[config.mk]
export PLATFORM = sky130hd
export DESIGN_NAME = rpwm_seq
export DESIGN_NICKNAME = d
export VERILOG_FILES = /design/src/rtl/rpwm_pkg.sv /design/src/rtl/rpwm_tick.sv /design/src/rtl/rpwm_progmem.sv /design/src/rtl/rpwm_engine.sv /design/src/rtl/rpwm_cmp.sv /design/src/rtl/rpwm_seq.sv
export SDC_FILE = /design/constraint.sdc
export NUM_CORES = 1
export LEC_CHECK = 0
export BUFFER_PORTS_ARGS = -buffer_cell sky130_fd_sc_hd__clkbuf_2
export CAP_MARGIN = 40
export CORE_ASPECT_RATIO = 1.2
export CORE_UTILIZATION = 25
export CTS_CLUSTER_SIZE = 28
export DETAILED_ROUTE_END_ITERATION = 8
export PLACE_DENSITY = 0.43
export SYNTH_ARGS = -nofsm -noshare
export SYNTH_HDL_FRONTEND = slang
export SYNTH_SLANG_ARGS = --single-unit
[constraint.sdc]
create_clock -name clk -period 4.1 [get_ports clk]
set_input_delay 0.82 -clock clk [delete_from_list [all_inputs] [get_ports clk]]
set_output_delay 0.82 -clock clk [all_outputs]
set_load 0.02 [all_outputs]
[src/rtl/rpwm_pkg.sv]
package rpwm_pkg;
  localparam int RAMP_W = 8;
  localparam int WORD_W = 16;
  localparam logic [2:0] OP_BRANCH = 3'b101;
  localparam logic [2:0] OP_LOAD   = 3'b110;

  typedef enum logic [1:0] {ST_IDLE, ST_FETCH, ST_EXEC, ST_STEP} eng_st_t;
endpackage

[src/rtl/rpwm_tick.sv]
module rpwm_tick #(
  parameter int CLK_PER_TICK = 6104,
  parameter int PRE_DIV      = 512
) (
  input  logic clk,
  input  logic rst,
  output logic base_tick,
  output logic slow_tick
);
  localparam int DW = (CLK_PER_TICK > 1) ? $clog2(CLK_PER_TICK) : 1;
  localparam int PW = (PRE_DIV > 1) ? $clog2(PRE_DIV) : 1;

  logic [DW-1:0] div_q;

  assign base_tick = (div_q == DW'(CLK_PER_TICK - 1));

  always_ff @(posedge clk) begin
    if (rst)            div_q <= '0;
    else if (base_tick) div_q <= '0;
    else                div_q <= div_q + 1'b1;
  end

  generate
    if (PRE_DIV > 1) begin : g_pre
      logic [PW-1:0] pre_q;
      assign slow_tick = base_tick && (pre_q == PW'(PRE_DIV - 1));
      always_ff @(posedge clk) begin
        if (rst)            pre_q <= '0;
        else if (slow_tick) pre_q <= '0;
        else if (base_tick) pre_q <= pre_q + 1'b1;
      end
    end else begin : g_nopre
      assign slow_tick = base_tick;
    end
  endgenerate
endmodule

[src/rtl/rpwm_progmem.sv]
module rpwm_progmem #(
  parameter int DEPTH = 64,
  parameter int AW    = $clog2(DEPTH)
) (
  input  logic          clk,
  input  logic          rst,
  input  logic          wr_en,
  input  logic [7:0]    wr_data,
  input  logic          ptr_clr,
  input  logic [AW-1:0] rd_addr,
  output logic [15:0]   rd_word,
  output logic          rd_valid,
  output logic [AW-1:0] wptr_o,
  output logic          lo_phase_o
);
  logic [15:0]      mem [DEPTH];
  logic [DEPTH-1:0] valid_q;
  logic [7:0]       hi_q;
  logic             lo_q;
  logic [AW-1:0]    wptr_q;
  logic             commit;

  assign commit     = wr_en && lo_q && !ptr_clr;
  assign wptr_o     = wptr_q;
  assign lo_phase_o = lo_q;

  always_ff @(posedge clk) begin
    if (rst) begin
      wptr_q <= '0;
      lo_q   <= 1'b0;
      hi_q   <= '0;
    end else if (ptr_clr) begin
      wptr_q <= '0;
      lo_q   <= 1'b0;
    end else if (wr_en) begin
      if (!lo_q) begin
        hi_q <= wr_data;
        lo_q <= 1'b1;
      end else begin
        lo_q   <= 1'b0;
        wptr_q <= wptr_q + 1'b1;
      end
    end
  end

  // RAM-style array: write port plus registered read port
  always_ff @(posedge clk) begin
    if (commit) mem[wptr_q] <= {hi_q, wr_data};
    rd_word <= mem[rd_addr];
  end

  always_ff @(posedge clk) begin
    if (rst) begin
      valid_q  <= '0;
      rd_valid <= 1'b0;
    end else begin
      if (commit) valid_q[wptr_q] <= 1'b1;
      rd_valid <= valid_q[rd_addr];
    end
  end
endmodule

[src/rtl/rpwm_engine.sv]
module rpwm_engine
  import rpwm_pkg::*;
#(
  parameter int AW = 6
) (
  input  logic              clk,
  input  logic              rst,
  input  logic              run,
  input  logic              base_tick,
  input  logic              slow_tick,
  input  logic [WORD_W-1:0] rd_word,
  input  logic              rd_valid,
  output logic [AW-1:0]     pc_o,
  output logic [RAMP_W-1:0] ramp_o
);
  eng_st_t           st_q;
  logic [AW-1:0]     pc_q;
  logic [RAMP_W-1:0] ramp_q, ramp_nx;
  logic              dir_q, pre_q;
  logic [5:0]        stime_q, tcnt_q;
  logic [6:0]        left_q;
  logic              step_tick;

  logic [2:0] w_op;
  logic       w_pre, w_dir;
  logic [5:0] w_stime;
  logic [6:0] w_count;

  assign w_op    = rd_word[15:13];
  assign w_pre   = rd_word[14];
  assign w_stime = rd_word[13:8];
  assign w_dir   = rd_word[7];
  assign w_count = rd_word[6:0];

  assign step_tick = pre_q ? slow_tick : base_tick;
  assign pc_o      = pc_q;
  assign ramp_o    = ramp_q;

  // saturating unit step
  always_comb begin
    if (dir_q) ramp_nx = (ramp_q == '0) ? '0 : ramp_q - 1'b1;
    else       ramp_nx = (ramp_q == '1) ? '1 : ramp_q + 1'b1;
  end

  always_ff @(posedge clk) begin
    if (rst) begin
      st_q    <= ST_IDLE;
      pc_q    <= '0;
      ramp_q  <= '0;
      dir_q   <= 1'b0;
      pre_q   <= 1'b0;
      stime_q <= '0;
      tcnt_q  <= '0;
      left_q  <= '0;
    end else if (!run) begin
      st_q <= ST_IDLE;
    end else begin
      case (st_q)
        ST_IDLE: begin
          pc_q <= '0;
          st_q <= ST_FETCH;
        end
        ST_FETCH: st_q <= ST_EXEC;
        ST_EXEC: begin
          st_q <= ST_FETCH;
          if (!rd_valid || rd_word == '0 || w_op == OP_BRANCH) begin
            pc_q <= '0;
          end else if (w_op == OP_LOAD) begin
            ramp_q <= rd_word[7:0];
            pc_q   <= pc_q + 1'b1;
          end else if (!rd_word[15]) begin
            if (w_stime == '0) begin
              ramp_q <= w_dir ? '0 : '1;
              pc_q   <= pc_q + 1'b1;
            end else if (w_count == '0) begin
              pc_q <= pc_q + 1'b1;
            end else begin
              dir_q   <= w_dir;
              pre_q   <= w_pre;
              stime_q <= w_stime;
              left_q  <= w_count;
              tcnt_q  <= '0;
              st_q    <= ST_STEP;
            end
          end else begin
            pc_q <= pc_q + 1'b1;
          end
        end
        ST_STEP: begin
          if (step_tick) begin
            if (tcnt_q == stime_q - 6'd1) begin
              tcnt_q <= '0;
              ramp_q <= ramp_nx;
              if (left_q == 7'd1) begin
                pc_q <= pc_q + 1'b1;
                st_q <= ST_FETCH;
              end else begin
                left_q <= left_q - 1'b1;
              end
            end else begin
              tcnt_q <= tcnt_q + 1'b1;
            end
          end
        end
        default: st_q <= ST_IDLE;
      endcase
    end
  end
endmodule

[src/rtl/rpwm_cmp.sv]
module rpwm_cmp
  import rpwm_pkg::*;
(
  input  logic              clk,
  input  logic              rst,
  input  logic              base_tick,
  input  logic [RAMP_W-1:0] ramp,
  output logic [RAMP_W-1:0] cnt_o,
  output logic              pwm_o
);
  logic [RAMP_W-1:0] cnt_q;

  assign cnt_o = cnt_q;

  always_ff @(posedge clk) begin
    if (rst) begin
      cnt_q <= '0;
      pwm_o <= 1'b0;
    end else begin
      if (base_tick) cnt_q <= cnt_q + 1'b1;
      pwm_o <= (ramp >= cnt_q);
    end
  end
endmodule

[src/rtl/rpwm_seq.sv]
module rpwm_seq
  import rpwm_pkg::*;
#(
  parameter int CLK_PER_TICK = 6104,
  parameter int PRE_DIV      = 512,
  parameter int DEPTH        = 64
) (
  input  logic       clk,
  input  logic       rst,
  input  logic       prog_we,
  input  logic [7:0] prog_byte,
  input  logic       ctl_we,
  input  logic       ctl_run,
  output logic       pwm_out,
  output logic [7:0] ramp_val
);
  localparam int AW = $clog2(DEPTH);

  logic              run_q, ptr_clr;
  logic              base_tick, slow_tick;
  logic [WORD_W-1:0] rd_word;
  logic              rd_valid;
  logic [AW-1:0]     pc, wptr;
  logic              lo_phase;
  logic [RAMP_W-1:0] pwm_cnt;

  assign ptr_clr = ctl_we && ctl_run && !run_q;

  always_ff @(posedge clk) begin
    if (rst)         run_q <= 1'b0;
    else if (ctl_we) run_q <= ctl_run;
  end

  rpwm_tick #(.CLK_PER_TICK(CLK_PER_TICK), .PRE_DIV(PRE_DIV)) u_tick (
    .clk(clk), .rst(rst), .base_tick(base_tick), .slow_tick(slow_tick)
  );

  rpwm_progmem #(.DEPTH(DEPTH), .AW(AW)) u_mem (
    .clk(clk), .rst(rst), .wr_en(prog_we), .wr_data(prog_byte),
    .ptr_clr(ptr_clr), .rd_addr(pc), .rd_word(rd_word),
    .rd_valid(rd_valid), .wptr_o(wptr), .lo_phase_o(lo_phase)
  );

  rpwm_engine #(.AW(AW)) u_eng (
    .clk(clk), .rst(rst), .run(run_q), .base_tick(base_tick),
    .slow_tick(slow_tick), .rd_word(rd_word), .rd_valid(rd_valid),
    .pc_o(pc), .ramp_o(ramp_val)
  );

  rpwm_cmp u_cmp (
    .clk(clk), .rst(rst), .base_tick(base_tick), .ramp(ramp_val),
    .cnt_o(pwm_cnt), .pwm_o(pwm_out)
  );
endmodule

== Word-level counts from Yosys, hierarchy flattened ==
Memories as Yosys holds them, arrays and structs flattened. A register that Yosys moved wholly into a read port is not among the register bits.
Cells that the tools add are included.

* Add/sub/neg operators: 10
* $lt $le $gt $ge: 4
* Equal/unequal tests: 22
* Mux-type cells: 54
* Bitwise gates (word level): 9
* Reduce and logical (&&, ||, !) cells: 30

{| class="wikitable"
|+ Operators with widths
! kind !! number
|-
| $mux 6 || 15
|-
| $mux 8 || 10
|-
| $or 64x64->64 || 1
|-
| $mux 7 || 8
|-
| $add 6x1->6 const B || 3
|-
| $pmux 6 s3 || 1
|-
| $add 8x1->8 const B || 2
|-
| $logic_not 16->1 || 1
|-
| $mux 2 || 8
|-
| $pmux 8 s2 || 1
|-
| $lt 6x7->1 const B || 2
|-
| $pmux 7 s2 || 1
|-
| $reduce_and 7->1 || 2
|-
| $add 13x1->13 const B || 1
|-
| $eq 13x13->1 const B || 1
|-
| $ne 2x2->1 const B || 6
|-
| $pmux 6 s2 || 1
|-
| $reduce_and 10->1 || 1
|-
| $add 9x1->9 const B || 1
|-
| $eq 9x9->1 const B || 1
|-
| $eq 8x8->1 const B || 1
|-
| $ge 8x8->1 || 1
|-
| $logic_not 8->1 || 1
|-
| $not 1->1 || 8
|-
| 30 further kinds || 51
|}

* Register bits after elaboration: 149
* Bits in writable memories: 1024
* Bits of input ports: 13
* Output and inout bits: 9
* Word-level logic and storage cells: 148
* Memories kept: 1

{| class="wikitable"
|+ Memory list
! name !! depth !! bits a word !! rd ports !! clocked after memory_dff !! write ports !! RTL line !! text
|-
| u_mem.mem || 64 || 16 || 1 || 1 || 1 || rpwm_progmem.sv:16 || <nowiki>logic [15:0] mem [DEPTH];</nowiki>
|}

== Depth between registers and ports, before layout ==
Gate-level depths: netlist of run 1.

* Depth in word-level cells: 7
* Mapped depth: 11
* Gate-level depth less buffers: 10

== Cells and area by module ==
A second synthesis of run 1 with hierarchy kept.

* Cells, all modules: 2561
* Area, all modules: 47000.1 µm²

{| class="wikitable"
|+ Modules (own cells, without submodules)
! module !! times used !! cells each !! area each (µm²)
|-
| rpwm_progmem || 1 || 2015 || 42619.6
|-
| rpwm_engine || 1 || 353 || 2758.9
|-
| rpwm_tick || 1 || 125 || 1016.0
|-
| rpwm_cmp || 1 || 63 || 563.0
|-
| rpwm_seq || 1 || 5 || 42.5
|}

== Worst setup path before layout of run 1 ==
OpenSTA, ideal clock, no wires.

* Path type: input port to flip-flop
* Start point: in prog_we
* End point: mem u_mem.mem[59][0], enable pin
* Arrival time: 2.343 ns
* Path slack: 1.367 ns
* Stages: 5
* Path buffers: 1
* Cell sequence: and2_1 > clkbuf_1 > and3_1 > nand3_1 > nor2_1

* Longest elaborated chain between the ends: 4

{| class="wikitable"
|+ RTL lines
! what !! RTL line !! text
|-
| from (decl) || rpwm_seq.sv:10 || <nowiki>input logic prog_we,</nowiki>
|-
| $logic_and 1x1->1 (2 in series) || rpwm_progmem.sv:23 || <nowiki>assign commit = wr_en && lo_q && !ptr_clr;</nowiki>
|-
| $mux 1 || rpwm_progmem.sv:48 || <nowiki>if (commit) mem[wptr_q] <= {hi_q, wr_data};</nowiki>
|-
| $mux 1 (not written as such) || rpwm_progmem.sv:48 ||
|-
| to (decl) || rpwm_progmem.sv:16 ||
|}

Every way passes these cells.

==> results of run 1 <==
-- cell usage after synthesis (9+ instances only) --
master and n:
and3_1 12, mux2i_1 25, nor2_1 254, o21a_1 11, nand3_1 33, a21oi_1 35, nand4_1 11, buf_1 33
nor3_1 9, nor2b_1 13, a22oi_1 32, inv_1 23, clkbuf_1 86, nor4_1 9, xor2_1 14, o21ai_0 20
nand2_1 71, xnor2_1 25, edfxtp_1 1024, ha_1 24, dfxtp_1 165, mux4_2 341
-- where the power goes --
group	internal, W	switching, W	leakage (nW)
sequential	0.0132	0.0000520	10.4
combinational	0.0000715	0.000276	3.95
clock	0.00584	0.00462	1.79
total	0.0191	0.00494	16.2
-- worst max-delay path, stage by stage (launching register included) --
cell     delay [ns]
dfxtp_4        0.71
buf_12         0.33
mux4_2         0.60
mux4_2         0.53
a22oi_1        0.84
nand2_1        0.11
-- registers in the layout, indices dropped and copies added (netlist names), 7 cells and up --
signal and cells:
u_cmp.cnt_o 8, u_tick.div_q 13, u_mem.hi_q 8, u_mem.valid_q 64, u_tick.g_pre.pre_q 9, u_mem.mem 1024, u_eng.ramp_o 8, u_eng.left_q 7
u_mem.rd_word 16
-- kinds of logic (layout without fill, tap and decap cells) --
kind of cell    after synthesis  count (layout)
fa+ha+maj                    24              24
buf+inv                     149             391
compound gates              163             163
xor+xnor                     39              39
other cells                   0               3
flops                      1189            1189
mux                         366             366
simple gates                468             468
-- layer usage --
layer,vias to the layer above,part of all wire [%],wire length (µm),global-route usage [%]
li1,10000,-,-,-
met2,584,52,66500,24.3
met1,12700,42,53300,17.0
met4,4,2.4,3140,4.31
met5,-,0.018,23,0
met3,155,4.0,5180,1.76
-- final cells by class --
cell class / count / area (µm²)
fill: 18000 / 130000
multi-input combinational: 1060 / 12000
timing repair buffer: 146 / 1290
inverter: 25 / 93.8
sequential: 1189 / 34100
tap: 2436 / 3050
clock inverter: 73 / 579
antenna: 3 / 7.51
clock buffer: 147 / 3100
-- stage by stage --
stage	setup WS, ns	util, %	cells	total power (W)	hold WS, ns
final	0.793	29.5	5079	0.0240	0.362
after global routing	0.642	29.5	5078	0.0248	0.364
after CTS	0.704	29.5	5076	0.0244	0.294
after detailed placement	0.710	27.5	4856	0.0138	0.439
after global placement	0.711	27.4	4850	0.0138	0.432
after floorplan	1.37	-	2398	0.0136	0.418
-- how the worst min path moves through the flow --
stage / startpoint / endpoint / slack [ns] / cells after the start
finish: ctl_run / run_q$_SDFFE_PP0P_ / 0.36 / 3
global route: ctl_run / run_q$_SDFFE_PP0P_ / 0.36 / 3
CTS: ctl_run / run_q$_SDFFE_PP0P_ / 0.29 / 3
detailed placement: u_tick.div_q[0]$_SDFF_PP0_ / u_tick.div_q[0]$_SDFF_PP0_ / 0.44 / 1
global placement: u_tick.div_q[0]$_SDFF_PP0_ / u_tick.div_q[0]$_SDFF_PP0_ / 0.43 / 1
floorplan: u_tick.div_q[0]$_SDFF_PP0_ / u_tick.div_q[0]$_SDFF_PP0_ / 0.42 / 1
==> results_dict.tcl, run 1 <==
set metrics [dict create \
    setup.worst_path.end "u_mem.rd_word[6]$_DFF_P_" \
    finalSetupViolCount 0 \
    power.density_mw_per_mm2 443 \
    finalCritPeriodShare_pct 80.7 \
    outcome "finished, final reports clean" \
    worstSetupPathType "flop to flop" \
    cts_tree "built" \
    area_delta_synth_final_pct 16.7 \
    die_y_um 474 \
    worst-path-max-fanout 28 \
    synthTopCellsByArea "edfxtp_1, mux4_2, dfxtp_1" \
    arrival_ns 3.89 \
    wl_per_cell_um 25.2 \
    clock_skew_ns 0.0268 \
    r2r-end "u_mem.rd_word[6]$_DFF_P_" \
    grt_antenna_before_repair 10 \
    avgSynthCellArea_um2 19.4 \
    grt_pass1_vias 24900 \
    synth_fp_nets 2435 \
    path_clk_slew_ns 0.06 \
    synth_edf_count 1024 \
    slew_viol_final 0 \
    rr_worst_depth 5 \
    slew_headroom_pct 31.1 \
    gp_congestion 0.770 \
    period_needed_ns 3.31 \
    synth-adder-area-share_pct 0.646 \
    synth_top_area_share_pct 66.2 \
    firstDrtPassIters 5 \
    rsz0062_at_grt "no" \
    synth_top_family_by_area "multiplexers" \
    port_buffers 21 \
    ios 22 \
    p_leak_nw 16.2 \
    grt_overflow 0 \
    rows 172 \
    final_common_cell "edfxtp_1" \
    peakVddDrop_uv 290 \
    postRouteAntennaNets 0 \
    clock_tree.root_cell "clkbuf_16" \
    rrSetupSlack_ns 0.79 \
    die_w_um 396 \
    layout_common_cells "edfxtp_1, mux4_2, nor2_1, dfxtp_1, clkbuf_16" \
    nets 2576 \
    ys.warnings.count 0 \
    via_per_inst 4.62 \
    cap_violations 0 \
    drive_above_1_share_pct 28.0 \
    drt-total-wl_mm 128 \
    final_cell_area_mm2 0.0542 \
    max_slew.worst_pin.slew_ns 1.03 \
    start_util_pct 25.3 \
    synthDistinctLibCells 69 \
    synth_area_leader_cell "edfxtp_1" \
    ctsResizeCount 0 \
    grt_max_degree 71 \
    synth_compound_area_share_pct 2.45 \
    drcViolationCount 0 \
    vias 23500 \
    cts.sinks 1189 \
    max_freq_mhz 302 \
    ys_ff_latch 1189 \
    syn_inst 2398 \
    synth-async-reset-ratio_pct 0 \
    cts_hold_buf 0 \
    grt_first_pass_wirelength_mm 184 \
    hold_violations 0 \
    hold_path.class "input pin to flop" \
    synth_xor_area_share_pct 0.735 \
    placed_area_mm2 0.0505 \
    clk_path_buf_depth 3 \
    dp_hpwl_mm 75.7 \
    synthMuxAreaShare_pct 17.1 \
    syn_area_mm2 0.0465 \
    die_area_mm2 0.188 \
    worstSetupEndpointType "flop" \
    ys_seq_area_share_pct 73.3 \
    htreeDepth 3 \
    post_cts_buffers 0 \
    synthFlopType "edfxtp_1" \
    cp.required_ns 4.69 \
    numCtsBuffers 117 \
    r2r_start "u_eng.pc_o[0]$_SDFFE_PP0P_" \
    yosys.area_share.simple_pct 4.58 \
    worstSetupStartpointType "flop" \
    fin_setup_tns_ns 0 \
    coreArea_mm2 0.184 \
    clkLatencyLatePin_ns 0.74 \
    drt_iter0_drc 2119 \
    track_usage_pct 13.6 \
    setup.worst_path.start "u_eng.pc_o[0]$_SDFFE_PP0P_" \
]
(Power assumes the default switching activity.)
==> run 2, diff against run 1 <==
- ABC_AREA: unset -> 1
- clock period: 4.1 -> 3.4 ns (I/O delays scaled with it)
==> run 2 against run 1 <==
  * Worst setup slack got worse by 0.10 ns
  * Final area grew 5.2%
  * Maximum frequency is 22% higher
  * Combinational power grew to 3.0 times the previous value
  * Register-to-register slack got worse by 0.10 ns
  * Wire length grew 20%
  * Flip-flop and latch count is the same
  * Via count is 39% higher
  * Global-route usage increased by 1.9 points
  * Power grew 31%
  * Core utilization is 0.28 points higher
==> results_dict.tcl, run 2 <==
set metrics [dict create \
    outcome "finished, final reports clean" \
    clkLatencyLatePin_ns 0.78 \
    postRouteAntennaNets 0 \
    hp-start "prog_we" \
    path_buf_inv 3 \
    avgSynthCellArea_um2 11.4 \
    drt-total-wl_mm 154 \
    slew_viol_final 0 \
    syn_area_mm2 0.0482 \
    clk_path_buf_depth 3 \
    synth_common_cells "edfxtp_1, nor2_1, o21ai_0" \
    hold_violations 0 \
    area_delta_synth_final_pct 18.3 \
    rrSetupSlack_ns 0.69 \
    max_freq_mhz 369 \
    synthDistinctLibCells 48 \
    drive_above_1_share_pct 11.3 \
    nets 4349 \
    die_area_mm2 0.195 \
    coreArea_mm2 0.192 \
    cap_violations 0 \
    ctsResizeCount 0 \
    worst-path-max-fanout 100 \
    start_util_pct 25.2 \
    slew_headroom_pct 42.6 \
    top_register "u_mem.mem" \
    via_per_inst 4.71 \
    syn_inst 4219 \
    grt_antenna_before_repair 4 \
    period_needed_ns 2.71 \
    grt_max_degree 101 \
    power.density_mw_per_mm2 553 \
    synthTopCellsByArea "edfxtp_1, nor2_1, dfxtp_1" \
    final_common_cell "edfxtp_1" \
    dp_hpwl_mm 96.4 \
    p_int_w 0.0246 \
    finalCritPeriodShare_pct 79.6 \
    r2r_start "u_eng.pc_o[0]$_SDFFE_PP0P_" \
    synth_fp_nets 4256 \
    cp.required_ns 4.11 \
    post_cts_buffers 0 \
    placed_area_mm2 0.0526 \
    rr_worst_depth 9 \
    vias 32600 \
    htreeDepth 4 \
    synthFlopType "edfxtp_1" \
    rsz0062_at_grt "no" \
    gp_congestion 0.812 \
    slowest_delay_ns 0.50 \
    grt_first_pass_wirelength_mm 224 \
    ys_seq_area_share_pct 70.6 \
    worstSetupEndpointType "flop" \
    path_clk_slew_ns 0.06 \
    synth_edf_count 1024 \
    grt_pass1_vias 31700 \
    drcViolationCount 0 \
    hold_depth 3 \
    synth.most_common_cell "edfxtp_1" \
    die_y_um 483 \
    cts_hold_buf 0 \
    p_sw_w 0.00691 \
    switching_share_pct 21.9 \
    p_seq_share_pct 50.8 \
    fin_setup_tns_ns 0 \
    r2r-end "u_mem.rd_word[7]$_DFF_P_" \
    grt_overflow 0 \
    die_w_um 403 \
    firstDrtPassIters 8 \
    arrival_ns 3.42 \
    p_leak_nw 19.2 \
    top_regs "u_mem.mem: 1024 flops, u_mem.valid_q: 64 flops, u_mem.rd_word: 16 flops" \
    slowest_stage "inv_8" \
    drt_iter0_drc 2701 \
    max_slew.worst_pin.slew_ns 0.861 \
    worstSetupStartpointType "flop" \
    hold_path.class "input pin to flop" \
    synth_top_area_share_pct 63.8 \
    final_cells 6916 \
    pwr-share-clk_pct 45.9 \
    clock_skew_ns 0.0360 \
    ys_ff_latch 1189 \
    ys.warnings.count 0 \
    numCtsBuffers 133 \
    wl_per_cell_um 22.3 \
    cp_top_family "buffers and inverters" \
    cts_tree "built" \
    track_usage_pct 15.6 \
    min_to "u_mem.lo_phase_o$_SDFFE_PP0P_" \
    crit_chain "inv_8 -> buf_4 -> buf_4 -> o21ai_0 -> o22ai_1 -> a21oi_1 -> nand2_1 -> nand3_1 -> nand2_1" \
    synth-async-reset-ratio_pct 0 \
    p_comb_share_pct 3.3 \
    rows 176 \
    ios 22 \
    port_buffers 21 \
    peakVddDrop_uv 345 \
    layout_common_cells "edfxtp_1, nor2_1, o21ai_0, nand2_1, dfxtp_1" \
    fin_ws_ns 0.693 \
    dp_slack_ns 0.402 \
    final_cell_area_mm2 0.0570 \
    synth_area_leader_cell "edfxtp_1" \
    worstSetupPathType "flop to flop" \
    path_depth 9 \
    clock_tree.root_cell "clkbuf_16" \
    numPlacedInstances 6669 \
    cts.sinks 1189 \
    finalSetupViolCount 0 \
    largest_register_ffs 1024 \
]
==> run 2: cell count changes after synthesis, moves of 119 or more <==
cell,before,now
mux4_2,341,0
nand2_1,71,367
nor2_1,254,980
o211ai_1,4,123
o21ai_0,20,600
o22ai_1,4,142
==> run 2: tightest hold or removal path, stage by stage <==
cell and delay [ns]:
clkbuf_2 0.10, nor2_1 0.08, nor3_1 0.05
==> run 2: cell type report <==
class | instances | area (µm²)
fill | 19600 | 135000
sequential | 1189 | 34100
multi-input combinational | 2630 | 12600
clock buffer | 185 | 3800
tap | 2492 | 3120
timing repair buffer | 210 | 2260
clock inverter | 60 | 579
inverter | 148 | 571
antenna | 2 | 5.00
==> run 2: worst max path at each step <==
stage / to / from
floorplan: u_mem.mem[40][0]$_DFFE_PP_ / ctl_we
CTS: u_mem.rd_word[7]$_DFF_P_ / u_eng.pc_o[0]$_SDFFE_PP0P_
finish: u_mem.rd_word[7]$_DFF_P_ / u_eng.pc_o[0]$_SDFFE_PP0P_
global placement: u_mem.mem[16][2]$_DFFE_PP_ / ctl_we
global route: u_eng.left_q[5]$_SDFFE_PP0P_ / u_eng.stime_q[0]$_SDFFE_PP0P_
detailed placement: u_mem.mem[40][2]$_DFFE_PP_ / ctl_we
==> run 2: kinds of logic (layout without fill, tap and decap cells) <==
group,after synthesis,after routing,synth area share (%)
AO/OA/AOI/OAI,969,969,11.3
flip-flops,1189,1189,70.6
XOR/XNOR,18,18,0.327
AND/OR/NAND/NOR,1619,1619,13.7
adder cells (fa/ha/maj),24,24,0.623
buffers and inverters,400,603,3.45
other,0,2,0
==> run 2: per-stage QoR <==
stage	hold slack [ns]	total power (W)	utilization [%]
final	0.187	0.0315	29.8
after global routing	0.158	0.0325	29.8
after CTS	0.125	0.0319	29.8
after detailed placement	0.452	0.0174	27.5
after global placement	0.444	0.0174	27.2
after floorplan	0.433	0.0167	-
==> run 2: metal layers <==
layer,vias up,track usage [%],share of wire (%)
li1,15300,-,-
met1,16300,20.2,43
met5,-,0,0.0091
met2,767,26.5,49
met4,2,5.63,3.2
met3,215,1.95,4.0
==> run 2: power groups by stage <==
| stage | clock, W | combinational, W | sequential [W] |
|---|---|---|---|
| floorplan | 0 | 0.000385 | 0.0163 |
| global placement | 0 | 0.00104 | 0.0164 |
| detailed placement | 0 | 0.00107 | 0.0164 |
| CTS | 0.0148 | 0.00107 | 0.0160 |
| global route | 0.0153 | 0.00112 | 0.0160 |
| finish | 0.0145 | 0.00104 | 0.0160 |
==> run 3, diff against run 2 <==
- clock period: 3.4 -> 2.6 ns (I/O delays scaled with it)
==> run 3 against run 2 <==
  * Clock-buffer cell count fell by 15
  * Largest power group unchanged
  * Hold slack got worse by 0.13 ns
  * Die area is the same
  * Worst setup slack worse by 0.59 ns
  * Global-route usage decreased by 0.17 points
  * First-iteration DRC count decreased by 16%
==> results_dict.tcl, run 3 (synthesis results as in run 2) <==
set metrics [dict create \
    outcome "finished, final reports clean" \
    top_regs "u_mem.mem: 1024 flops, u_mem.valid_q: 64 flops, u_mem.rd_word: 16 flops" \
    numPlacedInstances 6736 \
    grt_first_pass_wirelength_mm 223 \
    grt_overflow 0 \
    die_w_um 403 \
    post_cts_buffers 0 \
    clock_tree.root_cell "clkbuf_16" \
    slew_headroom_pct 42.8 \
    cap_violations 0 \
    coreArea_mm2 0.192 \
    port_buffers 21 \
    nets 4404 \
    cp_top_family "simple AND/OR/NAND/NOR gates" \
    crit_chain "inv_6 -> buf_12 -> o21ai_0 -> o22ai_1 -> o211ai_1 -> nand2_1 -> nand3_1 -> nand2_1" \
    die_area_mm2 0.195 \
    grt_antenna_before_repair 5 \
    clk_path_buf_depth 3 \
    htreeDepth 3 \
    slowest_delay_ns 0.61 \
    ios 22 \
    drive_above_1_share_pct 12.0 \
    rows 176 \
    final_common_cell "edfxtp_1" \
    final_cells 6966 \
    top_register "u_mem.mem" \
    clkLatencyLatePin_ns 0.76 \
    via_per_inst 4.65 \
    area_delta_synth_final_pct 19.6 \
    cp.required_ns 3.20 \
    drt-total-wl_mm 152 \
    drcViolationCount 0 \
    arrival_ns 3.10 \
    track_usage_pct 15.4 \
    finalCritPeriodShare_pct 96.0 \
    power.total_w 0.0400 \
    setup.worst_path.start "u_eng.pc_o[1]$_SDFFE_PP0P_" \
    hold_violations 0 \
    gp_congestion 0.824 \
    max_freq_mhz 401 \
    firstDrtPassIters 5 \
    clock_skew_ns 0.0354 \
    period_needed_ns 2.50 \
    path_buf_inv 2 \
    path_clk_slew_ns 0.06 \
    cts.sinks 1189 \
    postRouteAntennaNets 0 \
    layout_common_cells "edfxtp_1, nor2_1, o21ai_0, nand2_1, buf_4" \
    fillCellCount 19500 \
    worstSetupEndpointType "flop" \
    start_util_pct 25.2 \
    worst-path-max-fanout 36 \
    drt_iter0_drc 2277 \
    wl_per_cell_um 21.8 \
    worstSetupStartpointType "flop" \
    finalSetupViolCount 0 \
    cts_tree "built" \
    r2r_start "u_eng.pc_o[1]$_SDFFE_PP0P_" \
    grt_pass1_vias 31800 \
    vias 32400 \
    numCtsBuffers 120 \
    power.density_mw_per_mm2 694 \
    largest_register_ffs 1024 \
    hp-start "prog_we" \
    rsz0062_at_grt "no" \
    slowest_stage "dfxtp_4" \
    hold_path.class "input pin to flop" \
    worstSetupPathType "flop to flop" \
    p_leak_nw 19.5 \
    regArea_mm2 0.0341 \
    grt_max_degree 79 \
    dp_hpwl_mm 93.9 \
    peakVddDrop_uv 566 \
    slew_viol_final 0 \
    crit_path_frequent_cell "nand2_1" \
    multi_input_area_mm2 0.0127 \
    max_slew.worst_pin.slew_ns 0.857 \
    die_y_um 483 \
]
## run 3: cell count changes in the layout (fill, tap and decap cells not counted), sizes merged
cell	before	now
inv	149	151
dlygate4sd3	0	1
bufinv	8	12
clkinvlp	7	3
buf	198	265
clkinv	44	39
clkbuf	197	182
## run 3: worst paths after layout
path	end	slack [ns]	cells after the start
hold reg to reg	u_mem.valid_q[45]$_SDFFE_PP0P_	0.46	2
hold / removal	u_mem.lo_phase_o$_SDFFE_PP0P_	0.06	3
setup reg to reg	u_mem.rd_word[11]$_DFF_P_	0.10	8
setup / recovery	u_mem.rd_word[11]$_DFF_P_	0.10	8
## run 3: power by group
part	internal [W]	switching, W
registers	0.0208	0.000128
clock network	0.0102	0.00761
logic	0.000353	0.000982
## run 3: final cells by class
| type | instances | area share, % |
|---|---|---|
| clock buffer | 170 | 5.81 |
| clock inverter | 57 | 1.08 |
| multi-input combinational | 2630 | 21.9 |
| tap | 2492 | 5.40 |
| antenna | 2 | 0.00868 |
| sequential | 1189 | 59.1 |
| inverter | 148 | 0.989 |
| timing repair buffer | 278 | 5.71 |
## run 3: worst reg2reg max path, delay by kind of cell, from the launching register on
family / cells / cell delay (ns)
compound gates: 3 / 0.49
buf+inv: 2 / 0.60
flops: 1 / 0.61
simple gates: 3 / 0.65
## run 3: per-layer routing
layer  track usage [%]  vias to the layer above  routed length [µm]
li1                  -                    15400                   -
met2              26.0                      609               74100
met1              20.3                    16200               67500
met3              1.64                      178                5640
met4              5.69                        4                4910
met5                 0                        -                  23
## run 3: per-stage QoR
step,hold WS (ns),setup slack [ns],utilization [%],TNS (ns),area [µm²]
floorplan,0.433,0.387,-,0,48200
global placement,0.445,-0.0565,28.0,-0.0705,53700
detailed placement,0.455,0.00434,28.0,0,53700
CTS,0.00657,0.0361,30.1,0,57700
global route,0.0725,0.0125,30.1,0,57700
finish,0.0574,0.104,30.1,0,57700
## run 3: repair_timing
| action | in CTS | in global routing |
|---|---|---|
| gates resized for setup | 0 | 3 |
| hold buffers | 1 | 0 |
| hold endpoints to repair | 1 | 0 |
| setup endpoints to repair | 0 | 16 |
